`src/rtl/frs_pkg.sv`:
```
package frs_pkg;
    typedef enum logic [1:0] {
        ST_OFF   = 2'd0,
        ST_RUN   = 2'd1,
        ST_WAIT  = 2'd2,
        ST_LATCH = 2'd3
    } main_st_e;
endpackage

```
`src/rtl/frs_en_sync.sv`:
```
module frs_en_sync (
    input  logic clk,
    input  logic rst_n,
    input  logic en_n,
    output logic en_act,
    output logic en_rise
);
    typedef struct packed {
        logic s1;
        logic s2;
        logic prev;
    } sync_t;

    sync_t q, d;

    always_comb begin
        d      = q;
        d.s1   = ~en_n;
        d.s2   = q.s1;
        d.prev = q.s2;
    end

    always_ff @(posedge clk or negedge rst_n) begin
        if (!rst_n) q <= '0;
        else        q <= d;
    end

    assign en_act  = q.s2;
    assign en_rise = q.s2 & ~q.prev;
endmodule

```
`src/rtl/frs_oc_blank.sv`:
```
module frs_oc_blank #(
    parameter int OC_BLANK = 20
) (
    input  logic clk,
    input  logic rst_n,
    input  logic tick,
    input  logic arm,
    input  logic oc_raw,
    output logic oc_fault
);
    localparam int BW = $clog2(OC_BLANK + 1);
    localparam logic [BW-1:0] FULL = BW'(OC_BLANK);

    logic [BW-1:0] cnt_q, cnt_d;

    always_comb begin
        cnt_d = cnt_q;
        if (!arm || !oc_raw)             cnt_d = '0;
        else if (tick && cnt_q != FULL)  cnt_d = cnt_q + 1'b1;
    end

    always_ff @(posedge clk or negedge rst_n) begin
        if (!rst_n) cnt_q <= '0;
        else        cnt_q <= cnt_d;
    end

    assign oc_fault = (cnt_q == FULL);

    // a dropped over-limit flag never leaves a qualified fault behind
    assert_drop_clears_R8: assert property (@(posedge clk) disable iff (!rst_n)
        !oc_raw |=> !oc_fault);
endmodule

```
`src/rtl/frs_sb_hiccup.sv`:
```
module frs_sb_hiccup #(
    parameter int SB_OFF = 1000
) (
    input  logic clk,
    input  logic rst_n,
    input  logic tick,
    input  logic pwr_ok,
    input  logic sb_oc,
    output logic sb_en
);
    localparam int SW = $clog2(SB_OFF + 1);
    localparam logic [SW-1:0] LAST = SW'(SB_OFF - 1);

    typedef struct packed {
        logic          on;
        logic [SW-1:0] cnt;
    } hic_t;

    hic_t q, d;

    always_comb begin
        d = q;
        if (!pwr_ok) begin
            d.on  = 1'b1;
            d.cnt = '0;
        end else if (q.on) begin
            if (sb_oc) begin
                d.on  = 1'b0;
                d.cnt = '0;
            end
        end else if (tick) begin
            if (q.cnt == LAST) d.on  = 1'b1;
            else               d.cnt = q.cnt + 1'b1;
        end
    end

    always_ff @(posedge clk or negedge rst_n) begin
        if (!rst_n) q <= '{on: 1'b1, cnt: '0};
        else        q <= d;
    end

    assign sb_en = q.on & pwr_ok;

    // an overload on a running standby output cuts it on the next cycle
    assert_sb_trip_R9: assert property (@(posedge clk) disable iff (!rst_n)
        (sb_en && sb_oc) |=> !sb_en);
endmodule

```
`src/rtl/frs_main_ctl.sv`:
```
module frs_main_ctl
    import frs_pkg::*;
#(
    parameter int RETRY_GAP = 10000,
    parameter int MAX_RETRY = 5,
    parameter int CLEAR_WIN = 600000,
    parameter int RW        = $clog2(MAX_RETRY + 1)
) (
    input  logic          clk,
    input  logic          rst_n,
    input  logic          tick,
    input  logic          pwr_ok,
    input  logic          en_act,
    input  logic          en_rise,
    input  logic          sb_hold,
    input  logic          oc_fault,
    input  logic          uv,
    input  logic          ov,
    output logic          run,
    output logic          latched,
    output logic [RW-1:0] retry_cnt
);
    localparam int GW = $clog2(RETRY_GAP + 1);
    localparam int CW = $clog2(CLEAR_WIN + 1);
    localparam logic [GW-1:0] GAP_LAST = GW'(RETRY_GAP - 1);
    localparam logic [CW-1:0] CLR_LAST = CW'(CLEAR_WIN - 1);
    localparam logic [RW-1:0] CNT_MAX  = RW'(MAX_RETRY);

    typedef struct packed {
        main_st_e      st;
        logic [RW-1:0] cnt;
        logic [GW-1:0] gap;
        logic [CW-1:0] clr;
    } ctl_t;

    ctl_t q, d;

    always_comb begin
        d = q;
        if (!pwr_ok) begin
            d.st  = ST_OFF;
            d.cnt = '0;
            d.gap = '0;
            d.clr = '0;
        end else begin
            unique case (q.st)
                ST_OFF: if (en_act) begin
                    d.st  = ST_RUN;
                    d.clr = '0;
                end
                ST_RUN: begin
                    if (ov && !sb_hold) begin
                        d.st = ST_LATCH;
                    end else if (!en_act) begin
                        d.st = ST_OFF;
                    end else if (!sb_hold) begin
                        if (oc_fault || uv) begin
                            if (q.cnt == CNT_MAX) begin
                                d.st = ST_LATCH;
                            end else begin
                                d.st  = ST_WAIT;
                                d.cnt = q.cnt + 1'b1;
                                d.gap = '0;
                            end
                        end else if (tick) begin
                            if (q.clr == CLR_LAST) begin
                                d.clr = '0;
                                d.cnt = '0;
                            end else begin
                                d.clr = q.clr + 1'b1;
                            end
                        end
                    end
                end
                ST_WAIT: begin
                    if (!en_act) begin
                        d.st = ST_OFF;
                    end else if (tick) begin
                        if (q.gap == GAP_LAST) begin
                            d.st  = ST_RUN;
                            d.clr = '0;
                        end else begin
                            d.gap = q.gap + 1'b1;
                        end
                    end
                end
                ST_LATCH: d.st = ST_LATCH;
                default:  d.st = ST_OFF;
            endcase
            if (en_rise) begin
                d.cnt = '0;
                d.clr = '0;
                if (q.st == ST_LATCH) d.st = ST_RUN;
            end
        end
    end

    always_ff @(posedge clk or negedge rst_n) begin
        if (!rst_n) q <= '{st: ST_OFF, cnt: '0, gap: '0, clr: '0};
        else        q <= d;
    end

    assign run       = (q.st == ST_RUN);
    assign latched   = (q.st == ST_LATCH);
    assign retry_cnt = q.cnt;

    // the attempt count stays within its bound
    assert_cnt_bound_R4: assert property (@(posedge clk) disable iff (!rst_n)
        retry_cnt <= CNT_MAX);

    // a re-asserted enable leaves no history behind
    assert_toggle_clear_R5: assert property (@(posedge clk) disable iff (!rst_n)
        (en_rise && pwr_ok) |=> (retry_cnt == '0 && !latched));

    // loss of input power wipes the latch and the count
    assert_pwr_clear_R10: assert property (@(posedge clk) disable iff (!rst_n)
        !pwr_ok |=> (retry_cnt == '0 && !latched && !run));
endmodule

```
`src/rtl/fault_retry_sup.sv`:
```
module fault_retry_sup #(
    parameter int OC_BLANK  = 20,
    parameter int RETRY_GAP = 10000,
    parameter int MAX_RETRY = 5,
    parameter int CLEAR_WIN = 600000,
    parameter int SB_OFF    = 1000,
    parameter int RW        = $clog2(MAX_RETRY + 1)
) (
    input  logic          clk,
    input  logic          rst_n,
    input  logic          tick,
    input  logic          pwr_ok,
    input  logic          en_n,
    input  logic          main_oc,
    input  logic          main_uv,
    input  logic          main_ov,
    input  logic          sb_oc,
    output logic          main_en,
    output logic          sb_en,
    output logic          latched,
    output logic [RW-1:0] retry_cnt
);
    logic en_act, en_rise, oc_fault, run;

    frs_en_sync u_sync (
        .clk(clk), .rst_n(rst_n), .en_n(en_n),
        .en_act(en_act), .en_rise(en_rise)
    );

    frs_oc_blank #(.OC_BLANK(OC_BLANK)) u_blank (
        .clk(clk), .rst_n(rst_n), .tick(tick), .arm(main_en),
        .oc_raw(main_oc), .oc_fault(oc_fault)
    );

    frs_sb_hiccup #(.SB_OFF(SB_OFF)) u_sb (
        .clk(clk), .rst_n(rst_n), .tick(tick), .pwr_ok(pwr_ok),
        .sb_oc(sb_oc), .sb_en(sb_en)
    );

    frs_main_ctl #(
        .RETRY_GAP(RETRY_GAP), .MAX_RETRY(MAX_RETRY),
        .CLEAR_WIN(CLEAR_WIN), .RW(RW)
    ) u_ctl (
        .clk(clk), .rst_n(rst_n), .tick(tick), .pwr_ok(pwr_ok),
        .en_act(en_act), .en_rise(en_rise), .sb_hold(~sb_en),
        .oc_fault(oc_fault), .uv(main_uv), .ov(main_ov),
        .run(run), .latched(latched), .retry_cnt(retry_cnt)
    );

    assign main_en = run & sb_en;

    // main never runs while standby is down
    assert_sb_down_main_off_R2: assert property (@(posedge clk) disable iff (!rst_n)
        !sb_en |-> !main_en);

    // over-voltage on a running main output latches next cycle
    assert_ov_latch_R7: assert property (@(posedge clk) disable iff (!rst_n)
        (main_en && main_ov) |=> latched);

    // a latched block never drives the main output
    assert_latch_off_R4: assert property (@(posedge clk) disable iff (!rst_n)
        latched |-> !main_en);
endmodule

```
`config.mk`:
```
export PLATFORM = sky130hd
export DESIGN_NAME = fault_retry_sup
export DESIGN_NICKNAME = d
export VERILOG_FILES = /design/src/rtl/frs_pkg.sv /design/src/rtl/frs_en_sync.sv /design/src/rtl/frs_oc_blank.sv /design/src/rtl/frs_sb_hiccup.sv /design/src/rtl/frs_main_ctl.sv /design/src/rtl/fault_retry_sup.sv
export SDC_FILE = /design/constraint.sdc
export NUM_CORES = 1
export LEC_CHECK = 0
export BUFFER_PORTS_ARGS = -buffer_cell sky130_fd_sc_hd__buf_2
export CAP_MARGIN = 20
export CORE_UTILIZATION = 51
export CTS_CLUSTER_DIAMETER = 150
export CTS_CLUSTER_SIZE = 8
export DETAILED_ROUTE_END_ITERATION = 16
export PLACE_DENSITY = 0.68
export SETUP_SLACK_MARGIN = 0.5
export SYNTH_ARGS = -nofsm -noshare
export SYNTH_HDL_FRONTEND = slang
export SYNTH_SLANG_ARGS = --single-unit
```
`constraint.sdc`:
```
create_clock -name clk -period 2.47 [get_ports clk]
set_clock_uncertainty 0.05 [all_clocks]
set_input_delay 0.1235 -clock clk [delete_from_list [all_inputs] [get_ports clk]]
set_output_delay 0.1235 -clock clk [all_outputs]
set_load 0.02 [all_outputs]
```
# --- Word level (Yosys, flattened, before mapping) ---
# Cells that the tools add are included.
# Widths: inputs -> output; s select.
word_totals:
  register_bits: 58
  elab_cells: 110
op_classes:
  n_reduce_logical: 12
  n_addsub: 5
  n_bitwise: 5
  n_mux: 40
  eq_ne: 38
ops:
  columns: ["op", "n"]
  rows:
  - ["$mux 20", 6]
  - ["$mux 39", 2]
  - ["$mux 37", 2]
  - ["$mux 34", 2]
  - ["$pmux 20 s3", 1]
  - ["$mux 11", 4]
  - ["$ne 4x4->1 const B", 8]
  - ["$mux 14", 2]
  - ["$pmux 14 s2", 1]
  - ["$ne 3x3->1 const B", 8]
  - ["$add 20x1->20 const B", 1]
  - ["$eq 20x20->1 const B", 1]
  - ["$mux 17", 1]
  - ["$mux 2", 8]
  - ["$mux 5", 3]
  - ["$add 14x1->14 const B", 1]
  - ["$eq 14x14->1 const B", 1]
  - ["$mux 3", 4]
  - ["$ne 3x1->1 const B", 4]
  - ["$ne 3x2->1 const B", 4]
  - ["$add 10x1->10 const B", 1]
  - ["$eq 10x10->1 const B", 1]
  - ["$mux 10", 1]
  - ["$reduce_and 10->1", 1]
  - ["23 further kinds", 32]

# --- Logic depth before layout (Yosys ltp) ---
# Gate-level depths: netlist of the first run.
logic_depth:
  word_depth: 11
  depth_mapped: 9
  mapped_depth_nobuf: 7

# --- Modules after synthesis ---
# A second synthesis of the first run with hierarchy kept.
hier_totals:
  cells_unflattened: 391
  hier_area_um2: 3607.2
by_module_without_submodules:
  columns: ["module", "cells_per_inst", "instances", "area_per_inst_um2"]
  rows:
  - ["frs_main_ctl", 288, 1, 2573.7]
  - ["frs_sb_hiccup", 66, 1, 648.1]
  - ["frs_oc_blank", 30, 1, 282.8]
  - ["frs_en_sync", 5, 1, 92.6]
  - ["fault_retry_sup", 2, 1, 10.0]

# --- Worst setup path before layout of the first run ---
# OpenSTA, ideal clock, no wires.
synth_timing:
  path_kind: "register to register"
  from: "register u_sb.q[10] in the netlist's numbering"
  to: "register u_ctl.q[11] in the netlist's numbering"
  stages_incl_launch_ff: 8
  n_path_buf: 2
  required_ns: 2.331
  arrival_ns: 2.064
  setup_slack_ns: 0.268
  path_cell_list: "dfstp_2 -> clkbuf_1 -> and4b_1 -> nand2_1 -> a21oi_2 -> clkbuf_1 -> a211oi_1 -> o22ai_1"
synth_between:
  elab_chain_len: 4
  word_cells_on_any_way: 5
  classes_between: "eq/ne (2); bitwise (1); reduce/logical (2)"
synth_rtl:
  columns: ["item", "line", "rtl"]
  rows:
  - ["from (decl)", "frs_sb_hiccup.sv:19", "hic_t q, d;"]
  - ["from (signal assigned)", "frs_sb_hiccup.sv:38", "if (!rst_n) q <= '{on: 1'b1, cnt: '0};"]
  - ["$and 1x1->1 (*)", "frs_sb_hiccup.sv:42", "assign sb_en = q.on & pwr_ok;"]
  - ["$logic_and 1x1->1", "frs_main_ctl.sv:52", "if (ov && !sb_hold) begin"]
  - ["$ne 4x4->1 (no line)", null, null]
  - ["$reduce_and 10->1 (no line) (*)", null, null]
  - ["to (signal assigned)", "frs_main_ctl.sv:99", "if (!rst_n) q <= '{st: ST_OFF, cnt: '0, gap: '0, clr: '0};"]
  - ["to (decl)", "frs_main_ctl.sv:36", "ctl_t q, d;"]
# Mark *: on every way between the ends. The rest lies on a longest branch, timed or not.
# A chain may end at the register's enable or synchronous reset.

# --- Worst setup path after layout of the first run ---
layout_timing:
  from: "register u_ctl.q[14] in the netlist's numbering"
  to: "register u_ctl.q[8] in the netlist's numbering"
layout_between:
  elab_chain_len: 10
layout_rtl:
  columns: ["item", "line", "rtl"]
  rows:
  - ["$eq 20x20->1", "frs_main_ctl.sv:66", "if (q.clr == CLR_LAST) begin"]
  - ["$mux 20", "frs_main_ctl.sv:66", null]
  - ["$mux 20", "frs_main_ctl.sv:65", "end else if (tick) begin"]
  - ["$mux 20", "frs_main_ctl.sv:57", "if (oc_fault || uv) begin"]
  - ["$mux 39", "frs_main_ctl.sv:56", "end else if (!sb_hold) begin"]
  - ["$mux 37", "frs_main_ctl.sv:54", "end else if (!en_act) begin"]
  - ["$mux 37", "frs_main_ctl.sv:52", null]
  - ["$pmux 20 s3", "frs_main_ctl.sv:46", "unique case (q.st)"]
  - ["$mux 20", "frs_main_ctl.sv:90", "if (en_rise) begin"]
  - ["$mux 39", "frs_main_ctl.sv:40", "if (!pwr_ok) begin"]
# Every way passes these cells. The select of a mux whose other input is x is not followed.

==> results of run 1 <==
-- through the flow --
step	hold WS, ns	total power [µW]	cells	setup WS [ns]
finish	0.122	2280	535	0.440
global route	0.132	2350	535	0.360
CTS	0.110	2270	525	0.367
detailed placement	0.219	1130	482	0.230
global placement	0.217	1130	482	0.260
floorplan	-0.222	1080	396	0.469
-- report_power, final --
part	total, µW	switching [µW]	internal (µW)	leakage (µW)
clock network	1100	406	699	0.000119
registers	966	7.98	958	0.000796
logic	205	125	80.0	0.000931
total	2280	538	1740	0.00185
-- critical path: cells and delay by family, from the launching register on --
family          cells  cell delay [ns]
buf+inv             1             0.16
compound gates      2             0.37
flops               1             0.40
simple gates        3             0.93
-- layout make-up --
class                      instances  area [µm²]
sequential                        58        1460
clock buffer                      10         138
clock inverter                     6         114
fill                             516        2040
inverter                          23        86.3
tap                               77        96.3
timing repair buffer              63         463
multi-input combinational        298        2100
-- metal layers --
| layer | share of wire, % | routed length [µm] |
|---|---|---|
| met2 | 48 | 4420 |
| met5 | 0 | 0 |
| met4 | 2.4 | 225 |
| met1 | 44 | 4090 |
| met3 | 5.1 | 466 |
-- cells in the mapped netlist (2+ instances only) --
library cell | number | share of area (%)
a21oi_1 | 12 | 1.7
a211oi_1 | 13 | 2.8
nand2_1 | 41 | 4.4
buf_2 | 3 | 0.43
or2_2 | 3 | 0.54
nand4b_1 | 3 | 0.75
inv_1 | 23 | 2.5
nor4b_1 | 3 | 0.75
a21boi_0 | 2 | 0.43
o21ai_1 | 5 | 0.72
a221o_1 | 2 | 0.57
clkbuf_1 | 10 | 1.1
o311ai_0 | 2 | 0.50
ha_1 | 7 | 2.5
a31oi_1 | 10 | 1.8
o211ai_1 | 3 | 0.64
nand2b_1 | 6 | 1.1
dfrtp_1 | 57 | 41
and3_1 | 12 | 2.1
or3_1 | 6 | 1.1
nor2_1 | 30 | 3.2
buf_4 | 4 | 0.86
o21a_1 | 3 | 0.64
o21ai_0 | 13 | 1.9
xor2_1 | 8 | 2.0
nand4_1 | 15 | 2.7
nor2b_1 | 2 | 0.36
and2_1 | 5 | 0.90
or4_1 | 2 | 0.43
xnor2_1 | 2 | 0.50
nor3_1 | 6 | 0.86
o2bb2ai_1 | 4 | 1.0
a41oi_1 | 3 | 0.75
nor4_1 | 4 | 0.72
nand3_1 | 26 | 3.7
o22ai_1 | 7 | 1.3
a22o_1 | 3 | 0.75
and4_1 | 5 | 1.3
o31ai_1 | 4 | 0.86
and4b_1 | 2 | 0.57
-- cells by family (layout without fill, tap and decap cells) --
group | Yosys count | count (layout)
AO/OA/AOI/OAI | 101 | 102
multiplexers | 1 | 1
AND/OR/NAND/NOR | 178 | 178
buffers and inverters | 41 | 102
flip-flops | 58 | 58
XOR/XNOR | 10 | 10
adder cells (fa/ha/maj) | 7 | 7
-- how the worst min path moves through the flow --
stage / startpoint / end / slack (ns) / depth (start not counted)
after detailed placement: en_n / u_sync.d[1]$_DFF_PN0_ / 0.22 / 2
after CTS: main_oc / u_blank.cnt_q[2]$_DFFE_PN0P_ / 0.11 / 3
after global routing: main_oc / u_blank.cnt_q[0]$_DFFE_PN0P_ / 0.13 / 3
after global placement: rst_n / u_sb.q[2]$_DFFE_PN0P_ / 0.22 / 1
final: tick / u_blank.cnt_q[1]$_DFFE_PN0P_ / 0.12 / 3
after floorplan: rst_n / u_blank.cnt_q[0]$_DFFE_PN0P_ / -0.22 / 0
-- timing repair --
item / CTS / global route
pin swaps: 10 / 16
hold buffers: 3 / 0
buffers inserted: 22 / 10
cloned: 2 / 0
hold endpoints to repair: 37 / 0
resized for setup: 21 / 33
endpoints found under the setup margin: 34 / 35
-- state kept, by name, summed over array words and instances (netlist names) --
register         cells
u_ctl.q             36
u_sb.q              11
u_blank.cnt_q        5
u_ctl.retry_cnt      3
u_sync.d             1
u_sync.en_act        1
u_sync.q             1
-- placed cells by master, fill, tap and decap left out, drive strengths merged, types with 4 or more instances in the layout --
cell     Yosys  routed
o31ai        4       4
nand2       41      41
nor3         6       6
nand3       26      26
o311ai       4       4
o21ai       18      19
and2         5       5
o2bb2ai      4       4
a21oi       13      13
and4         5       5
clkbuf      10      10
nor2        30      30
dfrtp       57      57
inv         23      23
nor4         6       6
and3        12      12
buf          8      60
a31oi       10      10
ha           7       7
o22ai        7       7
or3          6       6
nand4       15      15
or2          4       4
xor2         8       8
a211oi      13      13
nand2b       6       6
==> results by group, run 1 <==
Outcome
  • Status: finished, final reports clean

Synthesis
  • Multiplexer share of the synthesized area: 0.286%
  • Synthesized area: 3490 µm²
  • Synth unique cells: 65
  • Syn_nets: 412
  • Synthesized flop and latch total: 58
  • Largest family of logic cells by synthesized area: simple AND/OR/NAND/NOR gates
  • Post-synth EDFFs: 0
  • Synth Area in XOR/XNOR: 2.51%
  • Post-synthesis compound-gate area fraction: 20.3%
  • Syn Inst Count: 396
  • Adder-Cell Fraction of Synth Area: 2.51%
  • Synth warn: 0
  • Async set-or-reset flop fraction in the synthesized netlist: 100%
  • Ys flop type: dfrtp_1
  • Seq/Total Area, Yosys: 41.6%
  • Synth Area in Simple Gates: 27.7%
  • Syn Area/Cell: 8.82 µm²

STA
  • Worst slew pin tran: 0.858 ns
  • Setup violators final: 0
  • FMAX: 493 MHz
  • Fin. max-slew vios: 0
  • Hold Fails Final Rpt: 0
  • Part of the cycle the worst path needs: 82.2%
  • Sum Neg Setup Slack: 0 ns
  • Slew margin rel.: 42.8%
  • Final min period: 2.03 ns
  • Unrepaired setup endpoints after global routing: yes

Routing
  • Detailed Route Iter0 Violations: 209
  • Antenna Violating Nets Remaining: 0
  • Final wirelength: 9200 µm
  • First drt pass iteration count: 5
  • DR WL/cell: 17.2 µm
  • Remaining DRCs: 0
  • Vias/cell: 6.19
  • Via count: 3,310

Worst setup path
  • Crit start category: flop
  • Critical Setup Path Class: reg2reg
  • Critical Path, Cell by Cell: or4b_4 -> nor4_4 -> a21oi_4 -> buf_6 -> and3_4 -> a221o_1
  • Critical Path End: u_ctl.q[8]$_DFFE_PN0P_
  • CP startpoint: u_ctl.q[14]$_DFFE_PN0P_
  • Crit path max fanout: 6
  • Max incr delay on CP: 0.58 ns
  • Slowest CP cell: or4b_4
  • R2R cell count: 6
  • Reg-to-Reg End: u_ctl.q[8]$_DFFE_PN0P_
  • Reg2Reg Setup Slack: 0.44 ns
  • Critical path required time: 2.65 ns
  • Setup crit end kind: flop
  • CP Data Arrival Time: 2.21 ns
  • R2r startpoint: u_ctl.q[14]$_DFFE_PN0P_

Global routing
  • Met3 Usage GRT: 6.19%
  • Global-route track usage on met2: 44.0%
  • First-pass GRT wire length: 15,200 µm
  • Vias in the first global route: 3,200
  • Global router's overall resource usage: 26.9%
  • Initial antenna violation count: 0
  • Busiest grt layer: met2
  • Met1 Resource Use GR: 34.4%
  • GRT Residual Overflow: 0
  • Largest net degree at the start of global routing: 39

Hold path
  • Hold WC Path Type: in2reg

Placement
  • Hpwl dp: 5810 µm
  • Gpl congestion: 0.916
  • Placed Area: 3690 µm²
  • I/O Buffers: 14

Floorplan
  • Die ar.: 7190 µm²
  • Die Width: 84.8 µm
  • Num ports: 15
  • Starting density of the core: 53.8%
  • Die height: 84.8 µm
  • Core ar.: 6490 µm²
  • Row cnt: 29

Clocking
  • CTS buffer count: 9
  • Root buffer cell: clkbuf_8
  • H-tree depth: 3
  • Clk buf depth: 2
  • Register clock-pin slew on the reported worst setup and hold paths: 0.07 ns
  • CTS Sinks: 58
  • Worst skew pair latency: 0.35 ns
  • CTS tree: yes

Cells and area
  • Ant. Diodes: 0
  • Design Area, Final: 4450 µm²
  • Nets: 469
  • Share of cells above drive strength 1: 27.5%
  • Layout area overhead: 27.4%
  • Final core utilization: 68.6%

Power
  • Pwr/cell area: 511 nW/µm²
  • Leakage: 0.00185 µW
  • VDD IR max: 0.360 mV

Job
  • Max Cap Viol: 0
(Power assumes the default switching activity.)
==> run 2: changes to the inputs <==
Settings changed: ABC_AREA from default to 1.
Clock period 2.47 ns to 1.9 ns, I/O delays scaled along.
==> results by group, run 2 <==
Cells and area
  • Nets: 675 (+44%)
  • Number of flip-flops in the largest register: 36 (unchanged)
  • FILL cells: 560 (+8.5%)
  • Layout area overhead: 38.4%
  • Most common cell after layout, fill and taps aside: nand2_1
  • Most frequent cells in the layout: 137 x nand2_1, 60 x nor2_1, 52 x dfrtp_1, 46 x buf_4, 41 x inv_1
  • Ant. Diodes: 0 (unchanged)
  • Share of cells above drive strength 1: 36.7% (+9.2 points)
  • Leading registers by flop count: u_ctl.q (36), u_sb.q (11), u_blank.cnt_q (5)
  • Top reg by flops: u_ctl.q

Synthesis
  • Top cell type by total area after synthesis: dfrtp_1
  • Syn_nets: 593 (+44%)
  • Synth unique cells: 42 (-35%)
  • Seq/Total Area, Yosys: 36.5% (-5.0 points)
  • Synth top cells by count: 180 x nand2_1, 76 x nor2_1, 57 x dfrtp_1, 49 x inv_1, 47 x nand3_1
  • Async set-or-reset flop fraction in the synthesized netlist: 100% (unchanged)
  • Post-synth EDFFs: 0 (unchanged)
  • Synthesized flop and latch total: 58 (unchanged)
  • Ys flop type: dfrtp_1
  • Synth top area cells: dfrtp_1 36%, nand2_1 17%, nor2_1 7.2%
  • Syn Area/Cell: 6.89 µm² (-22%)
  • Synth warn: 0 (unchanged)
  • Synthesized area: 3980 µm² (+14%)
  • Most frequent cell after synthesis: nand2_1
  • Yosys top cell area share: 35.9% (-4.9 points)
  • Syn Inst Count: 577 (+46%)

STA
  • Sum Neg Setup Slack: 0 ns (unchanged)
  • Worst slew pin tran: 0.348 ns (-0.510 ns)
  • FMAX: 575 MHz (+17%)
  • Fin. max-slew vios: 0 (unchanged)
  • Unrepaired setup endpoints after global routing: yes
  • Part of the cycle the worst path needs: 91.6% (+9.4 points)
  • Final min period: 1.74 ns (-0.289 ns)
  • PnR worst setup slack: 0.160 ns (-0.281 ns)
  • Hold Fails Final Rpt: 0 (unchanged)
  • Setup violators final: 0 (unchanged)
  • Slew margin rel.: 76.7% (+34 points)

Clocking
  • CTS buffer count: 9 (unchanged)
  • Register clock-pin slew on the reported worst setup and hold paths: 0.07 ns (about the same)
  • Clk buf depth: 2 (unchanged)
  • CTS Sinks: 58 (unchanged)
  • CTS tree: yes
  • Worst skew pair latency: 0.36 ns (about the same)
  • Root buffer cell: clkbuf_8
  • H-tree depth: 3 (unchanged)

Floorplan
  • Row cnt: 31 (+6.9%)
  • Starting density of the core: 53.7% (-0.13 points)
  • Die height: 90.3 µm (+6.5%)
  • Die Width: 90.3 µm (+6.5%)
  • Core ar.: 7410 µm² (+14%)
  • Die ar.: 8150 µm² (+13%)
  • Num ports: 15 (unchanged)

Global routing
  • Global router's overall resource usage: 28.0% (+1.2 points)
  • GRT Residual Overflow: 0 (unchanged)
  • Largest net degree at the start of global routing: 59 (+51%)
  • Initial antenna violation count: 0 (unchanged)
  • Vias in the first global route: 3,750 (+17%)
  • First-pass GRT wire length: 18,100 µm (+19%)

Hold path
  • Hold depth: 3 (unchanged)
  • Hold WC Path Type: in2reg

Worst setup path
  • Critical path required time: 2.14 ns (-0.51 ns)
  • Crit start category: flop
  • Setup crit end kind: flop
  • Buffers and inverters on the worst path: 2 (+1)
  • Reg2Reg Setup Slack: 0.16 ns (-0.28 ns)
  • R2R cell count: 9 (+3)
  • CP Data Arrival Time: 1.98 ns (-0.23 ns)
  • Critical Path, Cell by Cell: nand2_4 -> nor2_4 -> nand2_2 -> inv_2 -> buf_4 -> nand2_1 -> nor3_2 -> nand2_4 -> nand2_2
  • Critical Setup Path Class: reg2reg
  • Cell depth of the worst setup path: 9 (+3)
  • Crit path max fanout: 5 (-1)
  • Family with the most delay on the worst path: simple AND/OR/NAND/NOR gates
  • Max incr delay on CP: 0.60 ns (+0.02 ns)
  • Slowest CP cell: dfstp_2

Routing
  • Antenna Violating Nets Remaining: 0 (unchanged)
  • Remaining DRCs: 0 (unchanged)
  • First drt pass iteration count: 5 (unchanged)
  • DR WL/cell: 15.7 µm (-8.5%)
  • Detailed Route Iter0 Violations: 350 (+67%)
  • Vias/cell: 5.60 (-9.5%)
  • Final wirelength: 12,000 µm (+30%)
  • Via count: 4,272 (+29%)

Placement
  • Hpwl dp: 7160 µm (+23%)
  • I/O Buffers: 14 (unchanged)
  • DP Worst Slack: 0.0545 ns (-0.176 ns)
  • Gpl congestion: 0.923 (+0.78%)

Power
  • Int Pwr: 2380 µW (+37%)
  • Clk pwr share: 35.8% (-13 points)
  • Switching part of the total: 33.9% (+10 points)
  • Psw: 1220 µW (+130%)
  • Pwr/cell area: 656 nW/µm² (+28%)
  • VDD IR max: 0.539 mV (+50%)
  • Power share of the sequential group: 36.1% (-6.4 points)
  • Logic pwr share: 28.0% (+19 points)
  • Leakage: 0.00240 µW (+30%)

Outcome
  • Status: finished, final reports clean

Job
  • Max Cap Viol: 0 (unchanged)
==> run 2: power groups by stage <==
stage                     sequential, µW  clock (µW)  combinational, µW
after CTS                           1300        1300                859
after global placement              1330           0                578
final                               1300        1290               1010
after global routing                1310        1370               1080
after floorplan                     1320           0                459
after detailed placement            1330           0                584
==> run 2: repair_timing <==
action	4_1_cts	5_1_grt
endpoints found under the setup margin	57	57
hold buffers	4	0
gates cloned	5	1
resized for setup	66	86
buffers inserted	29	18
hold endpoints to repair	63	0
pin swaps	43	32
==> run 2: final cells by class <==
class / instances / area, µm² / area share (%)
multi-input combinational: 447 / 2780 / 50.5
inverter: 64 / 264 / 4.80
clock inverter: 7 / 93.8 / 1.70
timing repair inverter: 1 / 7.51 / 0.136
sequential: 58 / 1460 / 26.5
tap: 99 / 124 / 2.25
timing repair buffer: 78 / 654 / 11.9
clock buffer: 9 / 124 / 2.25
==> run 2: through the flow <==
stage	instance area, µm²	hold WS (ns)	instances	util (%)	power (µW)
detailed placement	4300	0.0770	690	58.0	1910
floorplan	4100	-0.251	577	-	1780
global route	5500	0.0959	763	74.3	3750
global placement	4300	0.0785	690	58.0	1900
finish	5500	0.0949	763	74.3	3610
CTS	5070	0.111	744	68.5	3460
==> run 2: cells by family (layout without fill, tap and decap cells) <==
family          Yosys count  count (layout)  share of synthesized area, %
compound gates           51              51                          7.93
xor+xnor                 16              16                          3.52
fa+ha+maj                 7               7                          2.20
buf+inv                  76             159                          8.72
flops                    58              58                          36.5
simple gates            369             373                          41.1
==> run 2: worst min-delay path, stage by stage <==
cell,delay [ns]
buf_2,0.21
nand3_2,0.11
nand2_1,0.04
==> run 2: final timing paths <==
kind	startpoint	to
worst max-delay path	u_sb.q[10]$_DFF_PN1_	u_ctl.q[8]$_DFFE_PN0P_
worst min-delay path	pwr_ok	u_sb.q[8]$_DFFE_PN0P_
worst max register to register	u_sb.q[10]$_DFF_PN1_	u_ctl.q[8]$_DFFE_PN0P_
worst min register to register	u_sync.d[1]$_DFF_PN0_	u_sync.en_act$_DFF_PN0_
max in group asynchronous	rst_n	u_sb.q[10]$_DFF_PN1_
min in group asynchronous	rst_n	u_sb.q[4]$_DFFE_PN0P_
==> run 2: metal layers <==
layer	global-route usage (%)	vias to the layer above	wire (µm)
met3	5.39	33	782
met4	11.0	0	301
li1	-	2028	-
met1	38.1	2022	5170
met2	44.0	189	5750
met5	0	-	0
